### config.mk
export PLATFORM = sky130hd
export DESIGN_NAME = ddr_powerup_seq
export DESIGN_NICKNAME = d
export VERILOG_FILES = /design/src/rtl/pus_pkg.sv /design/src/rtl/pus_down_timer.sv /design/src/rtl/pus_cmd_encode.sv /design/src/rtl/ddr_powerup_seq.sv
export SDC_FILE = /design/constraint.sdc
export NUM_CORES = 1
export LEC_CHECK = 0
export ABC_AREA = 0
export BUFFER_PORTS_ARGS = -buffer_cell sky130_fd_sc_hd__buf_2
export CORE_MARGIN = 1
export CORE_UTILIZATION = 52
export DETAILED_ROUTE_END_ITERATION = 6
export GPL_ROUTABILITY_DRIVEN = 0
export GPL_TIMING_DRIVEN = 0
export PLACE_DENSITY_LB_ADDON = 0.2
export SLEW_MARGIN = 20
export SYNTH_ARGS = -nofsm -noshare
export SYNTH_HDL_FRONTEND = slang
export SYNTH_SLANG_ARGS = --single-unit
### constraint.sdc
create_clock -name clk -period 2.3 [get_ports clk]
set_clock_uncertainty 0.1 [all_clocks]
set_input_delay 0 -clock clk [delete_from_list [all_inputs] [get_ports clk]]
set_output_delay 0 -clock clk [all_outputs]
set_load 0.02 [all_outputs]
### src/rtl/pus_pkg.sv
package pus_pkg;

  typedef enum logic [3:0] {
    ST_STABLE,
    ST_CKE,
    ST_PRE1,
    ST_EMRS,
    ST_MRS_DLL,
    ST_PRE2,
    ST_REF,
    ST_MRS_RUN,
    ST_LOCK,
    ST_DONE
  } step_e;

  typedef struct packed {
    logic cs_n;
    logic ras_n;
    logic cas_n;
    logic we_n;
  } pins_t;

  localparam pins_t CMD_NOP = pins_t'(4'b0111);
  localparam pins_t CMD_PRE = pins_t'(4'b0010);
  localparam pins_t CMD_REF = pins_t'(4'b0001);
  localparam pins_t CMD_MRS = pins_t'(4'b0000);

  // mode word field positions decoded by the memory
  localparam int BL_LSB     = 0;
  localparam int BT_BIT     = 3;
  localparam int CL_LSB     = 4;
  localparam int DLLRST_BIT = 8;
  localparam int ALLBNK_BIT = 10;

  function automatic int imax(input int a, input int b);
    return (a > b) ? a : b;
  endfunction

endpackage

### src/rtl/pus_down_timer.sv
module pus_down_timer #(
  parameter int W      = 8,
  parameter int RST_VAL = 0
) (
  input  logic         clk,
  input  logic         rst,
  input  logic         load,
  input  logic [W-1:0] load_val,
  output logic         zero
);

  logic [W-1:0] cnt_q;

  always_ff @(posedge clk) begin
    if (rst) begin
      cnt_q <= W'(RST_VAL);
    end else if (load) begin
      cnt_q <= load_val;
    end else if (cnt_q != '0) begin
      cnt_q <= cnt_q - 1'b1;
    end
  end

  assign zero = (cnt_q == '0);

endmodule

### src/rtl/pus_cmd_encode.sv
module pus_cmd_encode
  import pus_pkg::*;
#(
  parameter int ADDR_W = 12,
  parameter int BA_W   = 2
) (
  input  step_e             step,
  input  logic [2:0]        mode_bl,
  input  logic              mode_bt,
  input  logic [2:0]        mode_cl,
  output pins_t             pins,
  output logic [BA_W-1:0]   ba_o,
  output logic [ADDR_W-1:0] addr_o
);

  always_comb begin
    pins   = CMD_NOP;
    ba_o   = '0;
    addr_o = '0;
    case (step)
      ST_PRE1, ST_PRE2: begin
        pins               = CMD_PRE;
        addr_o[ALLBNK_BIT] = 1'b1;
      end
      ST_EMRS: begin
        // extended register select; address zero keeps the DLL enabled
        pins    = CMD_MRS;
        ba_o[0] = 1'b1;
      end
      ST_MRS_DLL, ST_MRS_RUN: begin
        pins                       = CMD_MRS;
        addr_o[BL_LSB +: 3]        = mode_bl;
        addr_o[BT_BIT]             = mode_bt;
        addr_o[CL_LSB +: 3]        = mode_cl;
        addr_o[DLLRST_BIT]         = (step == ST_MRS_DLL);
      end
      ST_REF: begin
        pins = CMD_REF;
      end
      default: ;
    endcase
  end

endmodule

### src/rtl/ddr_powerup_seq.sv
module ddr_powerup_seq
  import pus_pkg::*;
#(
  parameter int STABLE_CYC   = 50000,
  parameter int CKE_NOP_CYC  = 1,
  parameter int RP_CYC       = 5,
  parameter int MRD_CYC      = 2,
  parameter int RFC_CYC      = 18,
  parameter int DLL_LOCK_CYC = 200,
  parameter int REF_COUNT    = 2,
  parameter int ADDR_W       = 12,
  parameter int BA_W         = 2
) (
  input  logic              clk,
  input  logic              rst,
  input  logic [2:0]        mode_bl,
  input  logic              mode_bt,
  input  logic [2:0]        mode_cl,
  output logic              cke,
  output logic              cs_n,
  output logic              ras_n,
  output logic              cas_n,
  output logic              we_n,
  output logic [BA_W-1:0]   ba,
  output logic [ADDR_W-1:0] addr,
  output logic              init_done
);

  localparam int LONGEST = imax(imax(imax(STABLE_CYC, CKE_NOP_CYC), imax(RP_CYC, MRD_CYC)),
                                imax(RFC_CYC, DLL_LOCK_CYC));
  localparam int TW  = $clog2(LONGEST + 1);
  localparam int RCW = $clog2(REF_COUNT + 1);

  localparam logic [TW-1:0] LD_STABLE = TW'(STABLE_CYC - 1);
  localparam logic [TW-1:0] LD_CKE    = TW'(CKE_NOP_CYC - 1);
  localparam logic [TW-1:0] LD_RP     = TW'(RP_CYC - 1);
  localparam logic [TW-1:0] LD_MRD    = TW'(MRD_CYC - 1);
  localparam logic [TW-1:0] LD_RFC    = TW'(RFC_CYC - 1);
  localparam logic [TW-1:0] LD_LOCK   = TW'(DLL_LOCK_CYC - 1);
  localparam logic [RCW-1:0] REF_LAST = RCW'(REF_COUNT - 1);

  step_e          step_q, step_d;
  logic [RCW-1:0] ref_q, ref_d;
  logic           gap_zero, lock_zero;
  logic           gap_load, lock_load;
  logic [TW-1:0]  gap_val;
  logic           issue, cke_set, done_set;

  pins_t             enc_pins;
  logic [BA_W-1:0]   enc_ba;
  logic [ADDR_W-1:0] enc_addr;

  pins_t             pins_q;
  logic [BA_W-1:0]   ba_q;
  logic [ADDR_W-1:0] addr_q;
  logic              cke_q, done_q;

  // spacing between consecutive events
  pus_down_timer #(.W(TW), .RST_VAL(0)) u_gap (
    .clk(clk), .rst(rst), .load(gap_load), .load_val(gap_val), .zero(gap_zero)
  );

  // DLL lock window, restarted by each DLL enable or reset
  pus_down_timer #(.W(TW), .RST_VAL(DLL_LOCK_CYC - 1)) u_lock (
    .clk(clk), .rst(rst), .load(lock_load), .load_val(LD_LOCK), .zero(lock_zero)
  );

  pus_cmd_encode #(.ADDR_W(ADDR_W), .BA_W(BA_W)) u_enc (
    .step(step_q), .mode_bl(mode_bl), .mode_bt(mode_bt), .mode_cl(mode_cl),
    .pins(enc_pins), .ba_o(enc_ba), .addr_o(enc_addr)
  );

  always_comb begin
    step_d    = step_q;
    ref_d     = ref_q;
    gap_load  = 1'b0;
    gap_val   = '0;
    lock_load = 1'b0;
    issue     = 1'b0;
    cke_set   = 1'b0;
    done_set  = 1'b0;
    if (gap_zero) begin
      case (step_q)
        ST_STABLE: begin
          gap_load = 1'b1; gap_val = LD_STABLE; step_d = ST_CKE;
        end
        ST_CKE: begin
          cke_set = 1'b1; gap_load = 1'b1; gap_val = LD_CKE; step_d = ST_PRE1;
        end
        ST_PRE1: begin
          issue = 1'b1; gap_load = 1'b1; gap_val = LD_RP; step_d = ST_EMRS;
        end
        ST_EMRS: begin
          issue = 1'b1; gap_load = 1'b1; gap_val = LD_MRD; lock_load = 1'b1;
          step_d = ST_MRS_DLL;
        end
        ST_MRS_DLL: begin
          issue = 1'b1; gap_load = 1'b1; gap_val = LD_MRD; lock_load = 1'b1;
          step_d = ST_PRE2;
        end
        ST_PRE2: begin
          issue = 1'b1; gap_load = 1'b1; gap_val = LD_RP; step_d = ST_REF;
        end
        ST_REF: begin
          issue = 1'b1; gap_load = 1'b1; gap_val = LD_RFC;
          if (ref_q == REF_LAST) begin
            ref_d  = '0;
            step_d = ST_MRS_RUN;
          end else begin
            ref_d = ref_q + 1'b1;
          end
        end
        ST_MRS_RUN: begin
          issue = 1'b1; gap_load = 1'b1; gap_val = LD_MRD; step_d = ST_LOCK;
        end
        ST_LOCK: begin
          if (lock_zero) begin
            done_set = 1'b1; step_d = ST_DONE;
          end
        end
        default: ;
      endcase
    end
  end

  always_ff @(posedge clk) begin
    if (rst) begin
      step_q <= ST_STABLE;
      ref_q  <= '0;
      pins_q <= CMD_NOP;
      ba_q   <= '0;
      addr_q <= '0;
      cke_q  <= 1'b0;
      done_q <= 1'b0;
    end else begin
      step_q <= step_d;
      ref_q  <= ref_d;
      pins_q <= issue ? enc_pins : CMD_NOP;
      ba_q   <= issue ? enc_ba : '0;
      addr_q <= issue ? enc_addr : '0;
      cke_q  <= cke_q | cke_set;
      done_q <= done_q | done_set;
    end
  end

  assign cke       = cke_q;
  assign cs_n      = pins_q.cs_n;
  assign ras_n     = pins_q.ras_n;
  assign cas_n     = pins_q.cas_n;
  assign we_n      = pins_q.we_n;
  assign ba        = ba_q;
  assign addr      = addr_q;
  assign init_done = done_q;

  // clock enable never drops once raised
  assert_cke_held_R2: assert property (@(posedge clk) disable iff (rst)
    cke_q |=> cke_q);

  // no command while clock enable is low
  assert_cke_low_quiet_R2: assert property (@(posedge clk) disable iff (rst)
    !cke_q |-> (pins_q == CMD_NOP));

  // every precharge selects all banks
  assert_pre_all_R4: assert property (@(posedge clk) disable iff (rst)
    (pins_q == CMD_PRE) |-> (addr_q[ALLBNK_BIT] && ba_q == '0));

  // extended write carries an all-zero address
  assert_emrs_zero_R5: assert property (@(posedge clk) disable iff (rst)
    (pins_q == CMD_MRS && ba_q[0]) |-> (addr_q == '0));

  // normal mode writes keep the test bit low
  assert_mrs_test_low_R6: assert property (@(posedge clk) disable iff (rst)
    (pins_q == CMD_MRS && ba_q == '0) |-> !addr_q[7]);

  // a mode write is followed by at least one NOP cycle
  assert_mrs_recovery_R7: assert property (@(posedge clk) disable iff (rst)
    (pins_q == CMD_MRS) |=> (pins_q == CMD_NOP));

  // ready flag is sticky
  assert_done_sticky_R9: assert property (@(posedge clk) disable iff (rst)
    done_q |=> done_q);

  // after ready, clock enable high and bus idle
  assert_done_quiet_R9: assert property (@(posedge clk) disable iff (rst)
    done_q |-> (cke_q && pins_q == CMD_NOP));

endmodule

# Word-level counts from Yosys, hierarchy flattened
# Cells that the tools add are included.
# totals
regBits	58
out_inout_bits	20
wordCells	73
# op_classes
n_addsub	3
eq_ne	11
n_mux	22
bitwise_logic	4
n_reduce_logical	18
# op_table
operator	count
$pmux W16 S4	1
$mux W16	3
$pmux W4 S9	1
$logic_not A16 Y1	2
$reduce_bool A16 Y1	2
$sub A16 B1 Y16 const B	2
$eq A4 B3 Y1 const B	4
$mux W1	13
$reduce_or A2 Y1	5
$pmux W3 S3	1
$reduce_bool A9 Y1	1
$eq A4 B2 Y1 const B	2
$mux W4	2
$reduce_or A8 Y1	1
$reduce_or A3 Y1	2
$reduce_or A6 Y1	1
$eq A4 B1 Y1 const B	1
$eq A4 B4 Y1 const B	1
$logic_not A4 Y1	1
$ne A2 B2 Y1 const B	2
$reduce_and A4 Y1	1
$add A2 B1 Y2 const B	1
$eq A2 B1 Y1 const B	1
$mux W2	1
4 further kinds	6

# Depth between registers and ports, before layout
# Gate-level depths: netlist (run 1).
# depth
ltp_word	6
ltp_mapped	7

# Hierarchy
# A second synthesis (run 1) with hierarchy kept.
# unflattened
cells_unflattened	348
hier_area_um2	3019.1
# by_module_without_submodules
mod	n_inst	cells_each	area_per_inst_um2	seq_area_each_um2
pus_down_timer at u_gap	1	116	964.7	320.3
ddr_powerup_seq	1	97	963.4	520.5
pus_down_timer at u_lock	1	108	909.6	320.3
pus_cmd_encode	1	27	181.4	0.0

# Worst setup path after synthesis (run 1)
# OpenSTA, ideal clock, no wires.
# synth_path
path_type	flip-flop to flip-flop
startpoint	register u_gap.cnt_q[4]
endpoint	register step_q[1]
setup_ns	0.123
t_arrival_ns	1.949
required_time_ns	2.077
setup_slack_ns	0.127
path_stages_with_launch	6
period_less_slack_ns	2.173
path_cell_list	dfxtp_1 > clkbuf_1 > or4_4 > nor4_4 > and3_1 > mux2_1
# synth_via
elab_chain_cells	2
# synth_rtl
element	line_no	rtl
start, declared	pus_down_timer.sv:12	logic [W-1:0] cnt_q;
start signal, assigned	pus_down_timer.sv:16	cnt_q <= W'(RST_VAL);
start signal, assigned	pus_down_timer.sv:18	cnt_q <= load_val;
start signal, assigned	pus_down_timer.sv:20	cnt_q <= cnt_q - 1'b1;
$logic_not A16 Y1	pus_down_timer.sv:24	assign zero = (cnt_q == '0);
$reduce_and A4 Y1 (no line)	-	
end signal, assigned	ddr_powerup_seq.sv:136	step_q <= step_d;
end, declared	ddr_powerup_seq.sv:42	step_e step_q, step_d;
# No other way between the ends.
# A chain may end at the register's enable or synchronous reset.

# Worst setup path after layout (run 1)
# layout_path
startpoint	register u_gap.cnt_q[0]
endpoint	register step_q[1]
# Same word-level chain as after synthesis.

==> impl_metrics.env, run 1 <==
export IMPL_clk_latency_ns=0.31
export IMPL_clkTransAtPathRegs_ns=0.10
export IMPL_synth_avg_cell_area_um2=8.668
export IMPL_hold_viol_final=0
export IMPL_synth_top_area_cell="dfxtp_1"
export IMPL_routed_wirelength_um=6166
export IMPL_die_h_um=73.19
export IMPL_via_count=2440
export IMPL_maxCapViolCount=0
export IMPL_yosysMostFrequentCell="dfxtp_1"
export IMPL_core_area_um2=4786
export IMPL_period_minus_slack_ns=2.219
export IMPL_ys_types=57
export IMPL_syn_cell_area_um2=2635
export IMPL_dpl_cell_area_um2=2844
export IMPL_worstPathArrival_ns=2.33
export IMPL_synthTopCellsByArea="dfxtp_1, a21oi_1, nor2_1"
export IMPL_cp_slowest_cell="or3b_2"
export IMPL_post_drt_wl_per_cell_um=14.89
export IMPL_rsz0062_at_grt="true"
export IMPL_setup_ws_ns=0.08148
export IMPL_timing_rr_end="step_q[1]"
export IMPL_seq_area_frac_synth_pct=40.27
export IMPL_syn_inst=304
export IMPL_ant_nets=0
export IMPL_peakVddDrop_mv=0.5821
export IMPL_finalCritPeriodShare_pct=96.46
export IMPL_drt_first_pass_iters=5
export IMPL_status="completed"
export IMPL_slew_headroom_pct=64.96
export IMPL_viasPerCell=5.894
export IMPL_synth_warnings=0
export IMPL_synth_top_cell_area_share_pct=40.27
export IMPL_setup_viol=0
export IMPL_fmax_ghz=0.4508
export IMPL_dp_hpwl_um=4121
export IMPL_fin_nets=357
export IMPL_cts_buffer_depth=2
export IMPL_numCtsBuffers=5
export IMPL_grt_pass1_wl_um=10170
export IMPL_antenna_found_initial=0
export IMPL_r2r_start="u_gap.cnt_q[0]"
export IMPL_synth_edf_count=0
export IMPL_io_buffer_count=22
export IMPL_tightest_slew_ns=0.5124
export IMPL_whs_path_depth=3
export IMPL_fp_dieW_um=73.19
export IMPL_reg2regPathDepth=6
export IMPL_hp_class="primary input to flip-flop"
export IMPL_ys_flop_type="dfxtp_1"
export IMPL_crit_chain="inv_1, ha_1, or3b_2, nor4_4, and3_1, mux2_1"
export IMPL_cts_tree="built"
export IMPL_grt_max_degree=17
export IMPL_pin_count=29
export IMPL_power_density_nw_per_um2=1021
export IMPL_cts_sinks=53
export IMPL_pre_cts_slack_ns=-0.3684
export IMPL_diodes=0
export IMPL_core_rowCount=25
export IMPL_design_area_um2=3141
export IMPL_synth_common_cells="dfxtp_1, a21oi_1, nor2_1, o21ai_0"
export IMPL_post_route_util_pct=65.62
export IMPL_path_max_fanout=6
export IMPL_drive_above_1_share_pct=17.87
export IMPL_setup_worst_path_end_class="flip-flop"
export IMPL_final_setup_tns_ns=0
export IMPL_slew_viol_final=0
export IMPL_hold_start="rst"
export IMPL_slowest_delay_ns=0.54
export IMPL_overflow=0
export IMPL_power_leakage_nw=1.159
export IMPL_async_flop_share_pct=0
export IMPL_initialDrtViolationCount=155
export IMPL_crit_required_ns=2.41
export IMPL_root_buffer="clkbuf_8"
export IMPL_drc=0
export IMPL_fin_worst_hold_slack_ns=0.08278
export IMPL_track_usage_pct=24.40
export IMPL_r2r_slack_ns=0.08
export IMPL_synth_seq_cells=53
export IMPL_hold_path_end="step_q[1]"
export IMPL_worstSetupPathType="flip-flop to flip-flop"
export IMPL_htree_levels=2
export IMPL_dieArea_um2=5356
export IMPL_grt_pass1_vias=2132
export IMPL_cp_start_kind="flip-flop"
export IMPL_area_growth_pct=19.18
export IMPL_start_util_pct=55.06
cell families (layout without fill, tap and decap cells):
kind of cell,after synthesis,after routing,share of synthesized area [%]
compound gates,82,82,19.99
other cells,1,5,0.1423
fa+ha+maj,2,2,0.9495
xor+xnor,1,1,0.3324
simple gates,124,124,29.01
flops,53,53,40.27
mux,9,9,3.704
buf+inv,32,71,5.603
worst max path at each step:
stage	slack, ns	from	cells after the start	endpoint
after floorplan	0.13	u_gap.cnt_q[4]	5	step_q[1]
after global placement	-0.23	u_gap.cnt_q[12]	4	addr[2]
after detailed placement	-0.37	u_gap.cnt_q[12]	4	u_lock.cnt_q[15]
after CTS	0.007	u_gap.cnt_q[4]	6	u_gap.cnt_q[0]
after global routing	-0.01	u_lock.cnt_q[0]	7	step_q[0]
final	0.08	u_gap.cnt_q[0]	6	step_q[1]
registers in the layout (all words and copies together), names as in the netlist:
register      cells
addr              9
ba                1
cas_n             1
cke               1
init_done         1
ras_n             1
ref_q             2
step_q            4
u_gap.cnt_q      16
u_lock.cnt_q     16
we_n              1
critical path: cells and delay by family (launching register included):
family	cells	cell delay [ns]
multiplexers	1	0.32
AND/OR/NAND/NOR	3	1.03
adder cells (fa/ha/maj)	1	0.22
buffers and inverters	1	0.07
flip-flops	1	0.37
layout make-up:
class / count / area (um2)
sequential: 53 / 1061
clock inverter: 2 / 37.54
buffer: 21 / 106.4
timing repair buffer: 32 / 202.7
clock buffer: 6 / 82.58
tap: 67 / 83.83
fill: 395 / 1645
inverter: 10 / 37.54
multi-input combinational: 223 / 1529
timing repair:
action / 4_1_cts / 5_1_grt
pin swaps: 2 / 2
resized for setup: 6 / 8
endpoints found under the setup margin: 41 / 27
endpoints found under the hold margin: 7 / 0
hold buffers: 7 / 0
buffers inserted: 3 / 0
metrics by stage:
step / total power, W / instances
floorplan: 0.002102 / 308
global placement: 0.002338 / 397
detailed placement: 0.002366 / 397
CTS: 0.003110 / 415
global route: 0.003390 / 414
finish: 0.003205 / 414
metal layers:
| layer | GRT usage, % | wire length (um) | part of all wire, % | vias to the layer above |
|---|---|---|---|---|
| met4 | 8.279 | 90 | 1.5 | 0 |
| met5 | 0 | 0 | 0 | - |
| met3 | 4.696 | 317 | 5.1 | 8 |
| met1 | 33.53 | 2997 | 49 | 1128 |
| li1 | - | - | - | 1228 |
| met2 | 38.17 | 2760 | 45 | 76 |
placed cells by master, fill, tap and decap left out, types with 8 or more instances in the layout:
| master | n |
|---|---|
| dfxtp_1 | 53 |
| or3_1 | 13 |
| nand2_1 | 11 |
| inv_1 | 9 |
| clkbuf_1 | 12 |
| and2_1 | 8 |
| o21ai_0 | 16 |
| nor4_1 | 9 |
| buf_2 | 24 |
| a21oi_1 | 25 |
| nor3_1 | 8 |
| buf_4 | 8 |
| nor2_1 | 23 |
| or4_1 | 9 |
power by group:
group          switching [W]  internal, W  total [W]
combinational       0.000771     0.000541    0.00131
sequential          0.000184      0.00104    0.00123
clock               0.000312     0.000354   0.000666
total                0.00127      0.00194    0.00321
Note: power is estimated with default switching activity, not from simulation.
==> run 2, diff against run 1 <==
- CORE_UTILIZATION: 52 -> 53
- SYNTH_HIERARCHICAL: unset -> 1
==> impl_metrics.env, run 2 <==
export IMPL_status="finished with violations"
export IMPL_violations="setup timing"
export IMPL_setup_ws_ns=-0.3884
export IMPL_synth_top_family_by_area="simple AND/OR/NAND/NOR gates"
export IMPL_tightest_slew_ns=1.048
export IMPL_drc=0
export IMPL_drt_first_pass_iters=5
export IMPL_final_setup_tns_ns=-11.55
export IMPL_io_buffer_count=28
export IMPL_yosysMostFrequentCell="dfxtp_1"
export IMPL_clkTransAtPathRegs_ns=0.07
export IMPL_synth_mux_area_share_pct=0.7045
export IMPL_fin_worst_hold_slack_ns=0.3453
export IMPL_peakVddDrop_mv=0.5511
export IMPL_power_leakage_nw=1.665
export IMPL_via_count=2902
export IMPL_pin_count=29
export IMPL_cts_tree="built"
export IMPL_cts_buffer_depth=2
export IMPL_area_growth_pct=40.24
export IMPL_fill_cells=372
export IMPL_hp_class="flip-flop to flip-flop"
export IMPL_async_flop_share_pct=0
export IMPL_path_delay_family="simple AND/OR/NAND/NOR gates"
export IMPL_slowest_delay_ns=0.47
export IMPL_synth_xor_area_share_pct=6.092
export IMPL_synth_top_cell_area_share_pct=38.46
export IMPL_numCtsBuffers=9
export IMPL_power_density_nw_per_um2=976.0
export IMPL_cp_depth=12
export IMPL_grt_max_degree=12
export IMPL_dp_hpwl_um=4179
export IMPL_htree_levels=3
export IMPL_root_buffer="clkbuf_8"
export IMPL_grt_pass1_wl_um=12020
export IMPL_ys_types=65
export IMPL_worstSetupPathType="flip-flop to flip-flop"
export IMPL_cp_buffers_inverters=2
export IMPL_setup_viol=51
export IMPL_crit_path_frequent_cell="nor2_4"
export IMPL_synth_fa_ha_area_share_pct=0.8288
export IMPL_crit_chain="inv_2, ha_4, or3b_4, or4_4, nor2_4, nand2b_4, nor2_4, clkbuf_16, nor3_2, o21ai_1, o31ai_1, a211oi_1"
export IMPL_finalCritPeriodShare_pct=116.9
export IMPL_core_area_um2=5507
export IMPL_hold_path_end="ref_q[1]"
export IMPL_period_minus_slack_ns=2.688
export IMPL_reg2regPathDepth=12
export IMPL_dpl_cell_area_um2=3422
export IMPL_worstPathArrival_ns=2.83
export IMPL_clk_latency_ns=0.34
export IMPL_synth_compound_area_share_pct=16.41
export IMPL_crit_required_ns=2.45
export IMPL_syn_cell_area_um2=3019
export IMPL_cts_sinks=58
export IMPL_design_area_um2=4234
export IMPL_track_usage_pct=25.31
export IMPL_synth_edf_count=0
export IMPL_start_util_pct=54.83
export IMPL_hold_viol_final=0
export IMPL_slew_headroom_pct=29.46
export IMPL_maxCapViolCount=0
export IMPL_rsz0062_at_grt="true"
export IMPL_die_h_um=77.48
export IMPL_hold_start="ref_q[1]"
export IMPL_synth_common_cells="dfxtp_1, nand2_1, nor2_1, o21ai_0"
export IMPL_cp_slowest_cell="or4_4"
export IMPL_grt_pass1_vias=2669
export IMPL_drive_above_1_share_pct=34.34
export IMPL_antenna_found_initial=0
export IMPL_yosys_area_share_simple_pct=31.41
export IMPL_pre_cts_slack_ns=-0.5645
export IMPL_seq_area_frac_synth_pct=38.46
export IMPL_synth_top_area_cell="dfxtp_1"
export IMPL_path_max_fanout=6
export IMPL_r2r_start="u_gap/cnt_q[1]"
export IMPL_timing_rr_end="u_lock/cnt_q[7]"
export IMPL_r2r_slack_ns=-0.39
export IMPL_viasPerCell=5.424
export IMPL_layout_common_cells="dfxtp_1, buf_4, buf_2, conb_1, nand2_1"
export IMPL_synth_warnings=6
export IMPL_synth_seq_cells=58
export IMPL_routed_wirelength_um=7870
export IMPL_post_drt_wl_per_cell_um=14.71
export IMPL_initialDrtViolationCount=122
export IMPL_ant_nets=0
export IMPL_synth_avg_cell_area_um2=8.676
export IMPL_ys_flop_type="dfxtp_1"
export IMPL_slew_viol_final=0
export IMPL_synthTopCellsByArea="dfxtp_1, xnor2_1, nand2_1"
export IMPL_layout_commonest_cell="dfxtp_1"
export IMPL_setup_worst_path_end_class="flip-flop"
export IMPL_fin_nets=469
export IMPL_overflow=0
export IMPL_cp_start_kind="flip-flop"
export IMPL_fp_dieW_um=77.48
export IMPL_fmax_ghz=0.3720
export IMPL_whs_path_depth=2
export IMPL_diodes=0
export IMPL_core_rowCount=27
export IMPL_syn_inst=348
export IMPL_dieArea_um2=6002
run 2: cell families (layout without fill, tap and decap cells):
family,count (synthesis),in the layout
other,3,29
AOI/OAI and AO/OA,76,76
xor gates and xnor gates,21,21
adders and majority gates,2,2
DFF,58,58
muxes,2,2
buffers and inverters,32,121
and+or+nand+nor,154,154
run 2: through the flow:
step,total power (W),std cells,utilization [%]
6_report,0.004133,535,76.89
5_1_grt,0.004318,535,76.89
4_1_cts,0.003886,527,74.12
3_5_place_dp,0.002524,474,62.14
3_3_place_gp,0.002504,474,62.14
2_1_floorplan,0.002303,374,-
run 2: repair_timing:
item	CTS	global route
pin swaps	29	14
setup buffers	27	10
resized for setup	43	27
gates cloned	2	0
hold buffers	8	0
setup endpoints to repair	52	52
endpoints found under the hold margin	9	0
run 2: worst register-to-register path, stage by stage, from the launching register on:
cell	delay, ns
dfxtp_4	0.36
inv_2	0.07
ha_4	0.13
or3b_4	0.37
or4_4	0.47
nor2_4	0.18
nand2b_4	0.12
nor2_4	0.11
clkbuf_16	0.15
nor3_2	0.05
o21ai_1	0.10
o31ai_1	0.13
a211oi_1	0.26
run 2: how the worst max path moves through the flow:
stage,startpoint,endpoint,slack (ns)
after floorplan,u_gap/cnt_q[1],u_gap/cnt_q[15],-0.34
after global placement,u_gap/cnt_q[0],u_gap/cnt_q[15],-0.55
after detailed placement,u_gap/cnt_q[0],u_gap/cnt_q[15],-0.56
after CTS,u_gap/cnt_q[10],u_gap/cnt_q[15],-0.29
after global routing,u_gap/cnt_q[1],u_lock/cnt_q[7],-0.48
final,u_gap/cnt_q[1],u_lock/cnt_q[7],-0.39
run 2: area by class of cell:
class                      instances  area [um2]  share of cell area (%)
timing repair buffer              72       528.0                   12.47
clock buffer                      11       141.4                   3.339
tap                               72       90.09                   2.128
timing repair inverter             1       8.758                  0.2069
inverter                          12       62.56                   1.478
sequential                        58        1171                   27.66
multi-input combinational        284        1981                   46.78
clock inverter                     5       77.57                   1.832
buffer                            20       173.9                   4.108
run 2: layer usage:
| metal | share of wire [%] | GRT usage [%] | up-vias |
|---|---|---|---|
| met5 | 0 | 0 | - |
| li1 | - | - | 1432 |
| met3 | 3.6 | 4.706 | 19 |
| met1 | 42 | 28.48 | 1366 |
| met4 | 1.9 | 12.64 | 0 |
| met2 | 52 | 45.40 | 85 |
run 2: where the power goes:
part | leakage, nW | internal (W) | switching (W)
logic | 1.08 | 0.000876 | 0.000964
clock network | 0.109 | 0.000636 | 0.000409
registers | 0.473 | 0.00112 | 0.000124
